### config.mk
export PLATFORM = sky130hd
export DESIGN_NAME = mrs_cmd_issuer
export DESIGN_NICKNAME = d
export VERILOG_FILES = /design/src/rtl/mrs_pkg.sv /design/src/rtl/mrs_word_build.sv /design/src/rtl/mrs_settle_timer.sv /design/src/rtl/mrs_pin_drive.sv /design/src/rtl/mrs_cmd_issuer.sv
export SDC_FILE = /design/constraint.sdc
export NUM_CORES = 1
export LEC_CHECK = 0
export ABC_AREA = 1
export BUFFER_PORTS_ARGS = -buffer_cell sky130_fd_sc_hd__buf_2
export CAP_MARGIN = 20
export CORE_MARGIN = 2
export CORE_UTILIZATION = 40
export DETAILED_ROUTE_END_ITERATION = 8
export PLACE_DENSITY_LB_ADDON = 0.15
export SLEW_MARGIN = 20
export SYNTH_ARGS = -nofsm -noshare
export SYNTH_HDL_FRONTEND = slang
export SYNTH_SLANG_ARGS = --single-unit
### constraint.sdc
create_clock -name clk -period 1.4 [get_ports clk]
set_input_delay 0.14 -clock clk [delete_from_list [all_inputs] [get_ports clk]]
set_output_delay 0.14 -clock clk [all_outputs]
set_load 0.01 [all_outputs]
### src/rtl/mrs_pkg.sv
// Shared types for the mode register write sequencer.
// Assumes a 12-bit DRAM address bus and a single chip select.
package mrs_pkg;
    localparam int ADDR_W = 12;

    typedef enum logic [1:0] {
        DRV_AUTO = 2'b00,
        DRV_30R  = 2'b01,
        DRV_40R  = 2'b10,
        DRV_50R  = 2'b11
    } drive_e;

    typedef enum logic [1:0] {
        TERM_OFF  = 2'b00,
        TERM_RSVD = 2'b01,
        TERM_ZQ4  = 2'b10,
        TERM_ZQ2  = 2'b11
    } term_e;

    typedef struct packed {
        logic       low_power;
        logic       vendor_id;
        logic [1:0] add_lat;
        logic       dll_off;
        logic [2:0] wr_code;
        term_e      term;
        drive_e     drive;
    } ext_cfg_t;

    typedef struct packed {
        logic cs_n;
        logic ras_n;
        logic cas_n;
        logic we_n;
    } cmd_pins_t;

    localparam cmd_pins_t PINS_IDLE = '{cs_n: 1'b1, ras_n: 1'b1, cas_n: 1'b1, we_n: 1'b1};
    localparam cmd_pins_t PINS_MODE = '{cs_n: 1'b0, ras_n: 1'b0, cas_n: 1'b0, we_n: 1'b0};
endpackage

### src/rtl/mrs_word_build.sv
// Builds the address word for a mode register write and flags reserved codes.
// Purely combinational. Assumes the caller checks device state separately.
// The base word is passed through unchecked; only the extended fields are vetted.
module mrs_word_build
    import mrs_pkg::*;
#(
    parameter int WR_CODE_MAX = 4,
    parameter int AL_CODE_MAX = 1
) (
    input  logic              target_ext,
    input  logic [ADDR_W-1:0] base_word,
    input  ext_cfg_t          cfg,
    output logic [ADDR_W-1:0] word,
    output logic              code_bad
);
    logic [ADDR_W-1:0] ext_word;
    logic              ext_bad;

    // Scatter the extended fields onto their address bits.
    always_comb begin
        ext_word        = '0;
        ext_word[1:0]   = cfg.drive;
        ext_word[3:2]   = cfg.term;
        ext_word[4]     = cfg.wr_code[0];
        ext_word[5]     = cfg.wr_code[1];
        ext_word[6]     = cfg.dll_off;
        ext_word[7]     = cfg.wr_code[2];
        ext_word[9:8]   = cfg.add_lat;
        ext_word[10]    = cfg.vendor_id;
        ext_word[11]    = cfg.low_power;
    end

    // Reserved-code detection for the extended register.
    always_comb begin
        ext_bad = 1'b0;
        if (cfg.term == TERM_RSVD)                   ext_bad = 1'b1;
        if (int'(cfg.wr_code) > WR_CODE_MAX)         ext_bad = 1'b1;
        if (int'(cfg.add_lat) > AL_CODE_MAX)         ext_bad = 1'b1;
    end

    // Select the word and legality for the chosen target.
    always_comb begin
        word     = target_ext ? ext_word : base_word;
        code_bad = target_ext & ext_bad;
    end
endmodule

### src/rtl/mrs_settle_timer.sv
// Completion window counter: counts SETTLE_CYC cycles from each command.
// Assumes start is raised only while the window is closed.
module mrs_settle_timer #(
    parameter int SETTLE_CYC = 6
) (
    input  logic clk,
    input  logic rst_n,
    input  logic start,
    output logic busy
);
    localparam int CNT_W = $clog2(SETTLE_CYC + 1);

    logic [CNT_W-1:0] cnt;

    // Load on start, then count down to zero.
    always_ff @(posedge clk) begin
        if (!rst_n)          cnt <= '0;
        else if (start)      cnt <= CNT_W'(SETTLE_CYC);
        else if (cnt != '0)  cnt <= cnt - 1'b1;
    end

    // Window is open while the count is nonzero.
    always_comb busy = (cnt != '0);

    a_r5_start_when_closed: assert property (@(posedge clk) disable iff (!rst_n)
        start |-> !busy);
    a_r5_open_after_start: assert property (@(posedge clk) disable iff (!rst_n)
        start |=> busy);
endmodule

### src/rtl/mrs_pin_drive.sv
// Registered DRAM command/address stage. Emits a mode register command for
// one cycle on fire, an idle command otherwise, and a one-cycle error on reject.
// Assumes fire and reject are never high together.
module mrs_pin_drive
    import mrs_pkg::*;
(
    input  logic              clk,
    input  logic              rst_n,
    input  logic              fire,
    input  logic              reject,
    input  logic              sel_ext,
    input  logic [ADDR_W-1:0] word,
    output cmd_pins_t         pins,
    output logic [1:0]        ba,
    output logic [ADDR_W-1:0] addr,
    output logic              err
);
    // Register the pin values for the next cycle.
    always_ff @(posedge clk) begin
        if (!rst_n) begin
            pins <= PINS_IDLE;
            ba   <= '0;
            addr <= '0;
            err  <= 1'b0;
        end else begin
            err <= reject;
            if (fire) begin
                pins <= PINS_MODE;
                ba   <= {1'b0, sel_ext};
                addr <= word;
            end else begin
                pins <= PINS_IDLE;
                ba   <= '0;
                addr <= '0;
            end
        end
    end

    a_r2_single_cycle: assert property (@(posedge clk) disable iff (!rst_n)
        !pins.cs_n |=> pins.cs_n);
    a_r6_err_without_cmd: assert property (@(posedge clk) disable iff (!rst_n)
        err |-> pins.cs_n);
    a_r3_ba1_low: assert property (@(posedge clk) disable iff (!rst_n)
        !pins.cs_n |-> !ba[1]);
    a_r8_idle_zero: assert property (@(posedge clk) disable iff (!rst_n)
        pins.cs_n |-> (ba == 2'b00 && addr == '0 && pins.ras_n && pins.cas_n && pins.we_n));
    a_r7_no_rsvd_term: assert property (@(posedge clk) disable iff (!rst_n)
        (!pins.cs_n && ba[0]) |-> (addr[3:2] != 2'b01));
endmodule

### src/rtl/mrs_cmd_issuer.sv
// Mode register write sequencer top. Accepts a valid/ready request, checks
// device state and reserved codes, issues one command cycle, then holds off
// further requests for SETTLE_CYC cycles. Assumes banks_idle and cke_high are
// already synchronous to clk.
module mrs_cmd_issuer
    import mrs_pkg::*;
#(
    parameter int SETTLE_CYC  = 6,
    parameter int WR_CODE_MAX = 4,
    parameter int AL_CODE_MAX = 1
) (
    input  logic              clk,
    input  logic              rst_n,
    input  logic              req_valid,
    output logic              req_ready,
    input  logic              req_ext,
    input  logic [ADDR_W-1:0] req_base_word,
    input  logic [1:0]        cfg_drive,
    input  logic [1:0]        cfg_term,
    input  logic [2:0]        cfg_wr_code,
    input  logic              cfg_dll_off,
    input  logic [1:0]        cfg_add_lat,
    input  logic              cfg_vendor_id,
    input  logic              cfg_low_power,
    input  logic              banks_idle,
    input  logic              cke_high,
    output logic              dram_cs_n,
    output logic              dram_ras_n,
    output logic              dram_cas_n,
    output logic              dram_we_n,
    output logic [1:0]        dram_ba,
    output logic [ADDR_W-1:0] dram_addr,
    output logic              req_err,
    output logic              busy
);
    ext_cfg_t          cfg;
    logic [ADDR_W-1:0] word;
    logic              code_bad;
    logic              accept;
    logic              state_ok;
    logic              fire;
    logic              reject;
    cmd_pins_t         pins;

    // Gather the typed extended configuration.
    always_comb begin
        cfg.drive     = drive_e'(cfg_drive);
        cfg.term      = term_e'(cfg_term);
        cfg.wr_code   = cfg_wr_code;
        cfg.dll_off   = cfg_dll_off;
        cfg.add_lat   = cfg_add_lat;
        cfg.vendor_id = cfg_vendor_id;
        cfg.low_power = cfg_low_power;
    end

    mrs_word_build #(
        .WR_CODE_MAX (WR_CODE_MAX),
        .AL_CODE_MAX (AL_CODE_MAX)
    ) u_word (
        .target_ext (req_ext),
        .base_word  (req_base_word),
        .cfg        (cfg),
        .word       (word),
        .code_bad   (code_bad)
    );

    // Handshake and legality decision.
    always_comb begin
        req_ready = !busy;
        accept    = req_valid && req_ready;
        state_ok  = banks_idle && cke_high;
        fire      = accept && state_ok && !code_bad;
        reject    = accept && !fire;
    end

    mrs_settle_timer #(
        .SETTLE_CYC (SETTLE_CYC)
    ) u_timer (
        .clk   (clk),
        .rst_n (rst_n),
        .start (fire),
        .busy  (busy)
    );

    mrs_pin_drive u_drive (
        .clk     (clk),
        .rst_n   (rst_n),
        .fire    (fire),
        .reject  (reject),
        .sel_ext (req_ext),
        .word    (word),
        .pins    (pins),
        .ba      (dram_ba),
        .addr    (dram_addr),
        .err     (req_err)
    );

    // Break the pin struct out to plain ports.
    always_comb begin
        dram_cs_n  = pins.cs_n;
        dram_ras_n = pins.ras_n;
        dram_cas_n = pins.cas_n;
        dram_we_n  = pins.we_n;
    end

    a_r6_legal_state: assert property (@(posedge clk) disable iff (!rst_n)
        !dram_cs_n |-> ($past(banks_idle) && $past(cke_high)));
    a_r5_cmd_opens_window: assert property (@(posedge clk) disable iff (!rst_n)
        !dram_cs_n |-> busy);
    a_r5_one_cmd_per_window: assert property (@(posedge clk) disable iff (!rst_n)
        (busy && $past(busy)) |-> dram_cs_n);
    a_r9_no_accept_busy: assert property (@(posedge clk) disable iff (!rst_n)
        busy |=> !req_err);
endmodule

== Word level (Yosys, flattened, before mapping) ==
Index checks and enable logic that the tools add are counted.
Operators by class
  add/sub/neg operators: 1
  order comparisons: 2
  equality and inequality tests: 1
  mux-type cells: 7
  bitwise operators: 2
  reductions and logical operators: 12
Operator list (count)
  12-bit 2-to-1 mux: 1
  3-bit 2-to-1 mux: 2
  1-bit logical AND: 5
  4-bit 2-to-1 mux: 1
  3-bit > comparator (second input constant): 1
  1-bit logical NOT: 3
  1-bit 2-to-1 mux: 3
  3-bit nonzero test: 1
  3-bit by 1-bit subtractor with 3-bit output (second input constant): 1
  2-bit by 1-bit equality test with 1-bit output (second input constant): 1
  2-bit by 1-bit > comparator with 1-bit output (second input constant): 1
  2-bit AND reduction: 1
  2-bit nonzero test: 1
  2-bit OR reduction: 1
  1-bit bitwise AND: 1
  1-bit inverter: 1
Storage, ports and cells
  flip-flop bits (word level): 22
  input bits: 30
  output and inout bits: 21
  word-level logic and storage cells: 35

== Logic depth before layout (Yosys ltp) ==
  word-level depth: 9
  mapped depth: 7
  gate-level depth less buffers: 7

== Modules after synthesis ==
Synthesis repeated with hierarchy kept, for this count alone.
Unflattened totals
  cells, all modules: 128
  area total of the unflattened synthesis: 882.1 µm²
By module, submodules not included
  mrs_pin_drive: instances 1, cells each 50, area an instance 484.2 µm², seq. area each 300.3 µm²
  mrs_word_build: instances 1, cells each 44, area an instance 185.2 µm², seq. area each 0.0 µm²
  mrs_settle_timer: instances 1, cells each 26, area an instance 178.9 µm², seq. area each 60.1 µm²
  mrs_cmd_issuer: instances 1, cells each 8, area an instance 33.8 µm², seq. area each 0.0 µm²

== Least setup slack after synthesis ==
Ideal clock, no wire load.
  path type: reg-to-reg
  start: reg u_timer.cnt[0]
  end: reg u_drive.addr[7]
  setup time: 0.062 ns
  arrival: 1.347 ns
  required time: 1.338 ns
  setup slack: -0.009 ns
  cell stages (with the launch flop): 8
  path buffers: 1
  period minus slack after synthesis: 1.409 ns
  cells stage by stage: dfxtp_1 > nor2_1 > ha_1 > nand2_2 > nor2_4 > nand3_4 > buf_6 > nor2_2
On the way
  longest elaborated chain between the ends: 6
RTL lines
  from (decl): line mrs_settle_timer.sv:13  | logic [CNT_W-1:0] cnt;
  from (signal assigned): line mrs_settle_timer.sv:18  | else if (start) cnt <= CNT_W'(SETTLE_CYC);
  from (signal assigned): line mrs_settle_timer.sv:19  | else if (cnt != '0) cnt <= cnt - 1'b1;
  3-bit nonzero test: line mrs_settle_timer.sv:23  | always_comb busy = (cnt != '0);
  1-bit logical NOT: line mrs_cmd_issuer.sv:69  | req_ready = !busy;
  via req_ready: line mrs_cmd_issuer.sv:15  | output logic req_ready,
  1-bit logical AND: line mrs_cmd_issuer.sv:70  | accept = req_valid && req_ready;
  1-bit logical AND (2 in series): line mrs_cmd_issuer.sv:72  | fire = accept && state_ok && !code_bad;
  2-bit AND reduction (no source line)
  to (signal assigned): line mrs_pin_drive.sv:30  | addr <= word;
  to (decl): line mrs_pin_drive.sv:15  | output logic [ADDR_W-1:0] addr,
The timed path passes the listed nets, and every way through them passes these cells.
A chain may end at the register's enable or synchronous reset.

== Worst setup path in the final report ==
  start: reg u_timer.cnt[1]
  end: out busy
On the way
  longest elaborated chain between the ends: 1
RTL lines
  3-bit nonzero test: line mrs_settle_timer.sv:23
  to (decl): line mrs_cmd_issuer.sv:34  | output logic busy
No other way between the ends.

==> summary.md <==
- **worst hold stages** 3
- **Peak VDD IR** 0.986 mV
- **Initial Util** 0.434
- **upper clock frequency limit** 744 MHz
- **total internal power** 1.11 mW
- **fraction of power spent switching nets** 0.319
- **Fin Clk Skew** 0.00540 ns
- **pin count of the biggest net entering global routing** 17
- **number of CTS-inserted buffers** 3
- **CP max-delay cell** sky130_fd_sc_hd__dfxtp_4
- **cell type with the highest occurrence count on the critical path** sky130_fd_sc_hd__buf_6
- **complex-gate fraction of the synthesized area** 0.0549
- **TritonCTS clock tree** done
- **highest cell delay on the worst timing path** 0.37 ns
- **vias in the first global route** 579
- **first-pass GRT wire length** 2200 um
- **# IOs** 51
- **endpoints failing hold** 0
- **antenna diode instance count** 0
- **clock tree root buffer cell** sky130_fd_sc_hd__clkbuf_4
- **startpoint types** flop
- **xor/xnor share of the synthesized area** 0.0113
- **clock slew seen by the registers of the worst setup and hold paths** 0.10 ns
- **Worst Hold Margin** 0.105 ns
- **per-cell routed wire length** 10.8 um
- **number of setup violations in the final report** 0
- **crit path setup slack, layout** 0.0560 ns
- **global route overflow** 0
- **Worst R2R Start** u_timer.cnt[2]
- **power per cell area** 1450 nW/um2
- **share of post-route cells with drive strength above 1** 0.560
- **adder-cell area share of the yosys netlist** 0.0323
- **Synth Net Count** 114
- **final standard cell area without fillers** 1130 um2
- **residual antenna-violating net count after detailed routing** 0
- **global placement routability congestion** 0.686
- **DRC violation total after the first TritonRoute iteration** 2
- **register area share after synthesis** 0.465
- **final-layout setup total negative slack** 0 ns
- **synth unique cells** 17
- **type of the most critical hold path** primary input to flop
- **Yosys reg bits** 18
- **clk_lat worst skew** 0.29 ns
- **sequential share of power** 0.379
- **fraction of power consumed by the clock network** 0.189
- **kind of critical path** flop to primary output
- **top fanout value on the critical path** 3
- **Final min period** 1.34 ns
- **hold_buf cts** 0
- **max-capacitance violation count** 0
- **share of the clock period used by the worst path after layout** 0.960
- **overall fraction of global-route tracks in use** 0.142
- **commonest cells after routing, fill and taps aside** 48 x sky130_fd_sc_hd__buf_2, 16 x sky130_fd_sc_hd__dfxtp_1, 11 x sky130_fd_sc_hd__nor2_1
- **total number of vias** 698
- **outcome** complete, no violations
- **number of standard cells in the layout, taps in and fillers out** 159
- **count of input and output buffers** 49
- **RSZ-0062 raised after global routing** yes
- **final routed wirelength across all metal layers** 1720 um
- **number of inserted filler cells in the final layout** 165
- **number of H-tree levels** 1
- **kind of end point of the critical path** primary output
- **static leakage power** 0.601 nW
- **number of antenna violations at the first check in global routing** 0
- **Net count, final** 167
- **Placed Cells incl. Taps** 152
- **full die area** 2300 um2
- **fin. max-slew vios** 0
- **drt pass-1 iters** 4
- **setup slack of the most critical reg-to-reg path** 0.07 ns
- **synthesis-to-finish area growth** 45.7%
- **Worst EP arrival** 1.20 ns
- **Num Clock Sinks** 18
- **worst r2r dst** u_timer.cnt[1]
- **post-synthesis simple-gate area fraction** 0.228
- **Ys Warns** 0
- **number of standard cells after synthesis** 82
- **Hold Path Sink** u_drive.addr[3]
- **launching instance or port of the critical path** u_timer.cnt[1]
- **combinational fraction of design power** 0.431
- **most common cell after layout, fill and taps aside** sky130_fd_sc_hd__buf_2
- **floorplan die width** 48 um
- **data required time of the critical path** 1.26 ns
- **total placed instance area** 1020 um2
- **Worst Path Buf+Inv** 3
- **average footprint of a synthesized cell** 9.45 um2
- **DR vias/cell** 4.39
- **placeable core region** 1780 um2
- **R2R cell count** 8
- **number of buffers on the longest clock path** 2
- **share of cell area taken by muxes after synthesis** 0.116
- **ordered list of cells on the worst path** nor2_4 > ha_4 > buf_6 > inv_2 > buf_6
- **dominant delay contributor by cell family on the critical path** flip-flops
- **DRC errors left** 0
- **worst hold start** req_base_word[3]
- **vertical extent of the die** 48 um
- **combinational family with the most area after synthesis** simple AND/OR/NAND/NOR gates
- **sum of net half-perimeters after detailed placement** 1240 um
- **worst setup timing slack at the placement stage** 0.0417 ns
- **sw power** 520 uW
- **Site Rows** 15
- **post-synth design cell area** 774 um2
[cell usage after synthesis, drive strengths merged]
master	n	area share
nor2	22	0.15
nand2	11	0.057
dfxtp	18	0.47
xor2	1	0.011
o21ai	1	0.0065
ha	2	0.032
nand3	1	0.023
o211ai	2	0.019
buf	6	0.063
inv	5	0.024
a21boi	3	0.029
conb	1	0.0048
mux2i	9	0.12
[power by group through the flow]
stage          clock network (mW)  registers [mW]  logic (mW)
2_1_floorplan                   0           0.606       0.301
3_3_place_gp                    0           0.602       0.453
3_5_place_dp                    0           0.603       0.465
4_1_cts                     0.321           0.603       0.496
5_1_grt                     0.343           0.621       0.768
6_report                    0.309           0.620       0.704
[registers in the layout, summed over array words and instances (netlist names)]
register / count
u_timer.cnt: 3
u_drive.err: 1
u_drive.addr: 12
u_drive.pins: 1
u_drive.ba: 1
[cell families after synthesis]
| group | count (synthesis) |
|---|---|
| xor gates and xnor gates | 1 |
| other | 1 |
| adders and majority gates | 2 |
| buffers and inverters | 11 |
| muxes | 9 |
| DFF | 18 |
| and+or+nand+nor | 34 |
| AOI/OAI and AO/OA | 6 |
[worst register-to-register path, stage by stage, from the launching register on]
cell,delay [ns]
sky130_fd_sc_hd__dfxtp_1,0.36
sky130_fd_sc_hd__inv_1,0.10
sky130_fd_sc_hd__ha_4,0.18
sky130_fd_sc_hd__buf_6,0.12
sky130_fd_sc_hd__buf_12,0.12
sky130_fd_sc_hd__nor2_2,0.09
sky130_fd_sc_hd__o21ai_0,0.10
sky130_fd_sc_hd__o211ai_1,0.10
sky130_fd_sc_hd__nand2_1,0.07
[worst max-delay path by stage]
| stage | endpoint | slack [ns] | depth (start not counted) |
|---|---|---|---|
| after floorplan | u_drive.addr[7] | 0.07 | 7 |
| after global routing | busy | -0.001 | 5 |
| final | busy | 0.06 | 5 |
| after global placement | u_drive.pins[0] | 0.13 | 5 |
| after CTS | busy | 0.0007 | 5 |
| after detailed placement | u_drive.addr[2] | 0.04 | 6 |
[area by class of cell]
cell class	instances	area [um2]	share of cell area
well taps	25	31.3	0.0277
repair buffers	53	298	0.264
inverters	5	18.8	0.0166
multi-input cells	54	379	0.336
clock buffers	4	36.3	0.0322
flip-flops and latches	18	365	0.324
[routing by layer]
layer / routed length [um] / GRT usage
met1: 738 / 0.139
met2: 873 / 0.259
met3: 96 / 0.0453
met4: 12 / 0.0811
met5: 0 / 0
[metrics by stage]
| stage | total power [mW] | util |
|---|---|---|
| after floorplan | 0.907 | - |
| after global placement | 1.06 | 0.572 |
| after detailed placement | 1.07 | 0.572 |
| after CTS | 1.42 | 0.601 |
| after global routing | 1.73 | 0.633 |
| final | 1.63 | 0.633 |
[what timing repair did]
action	in CTS	in global routing
cloned	0	1
pin swaps	1	1
endpoints found under the setup margin	2	3
buffers inserted	1	1
resized for setup	3	7
Note: power is estimated with default switching activity, not from simulation.
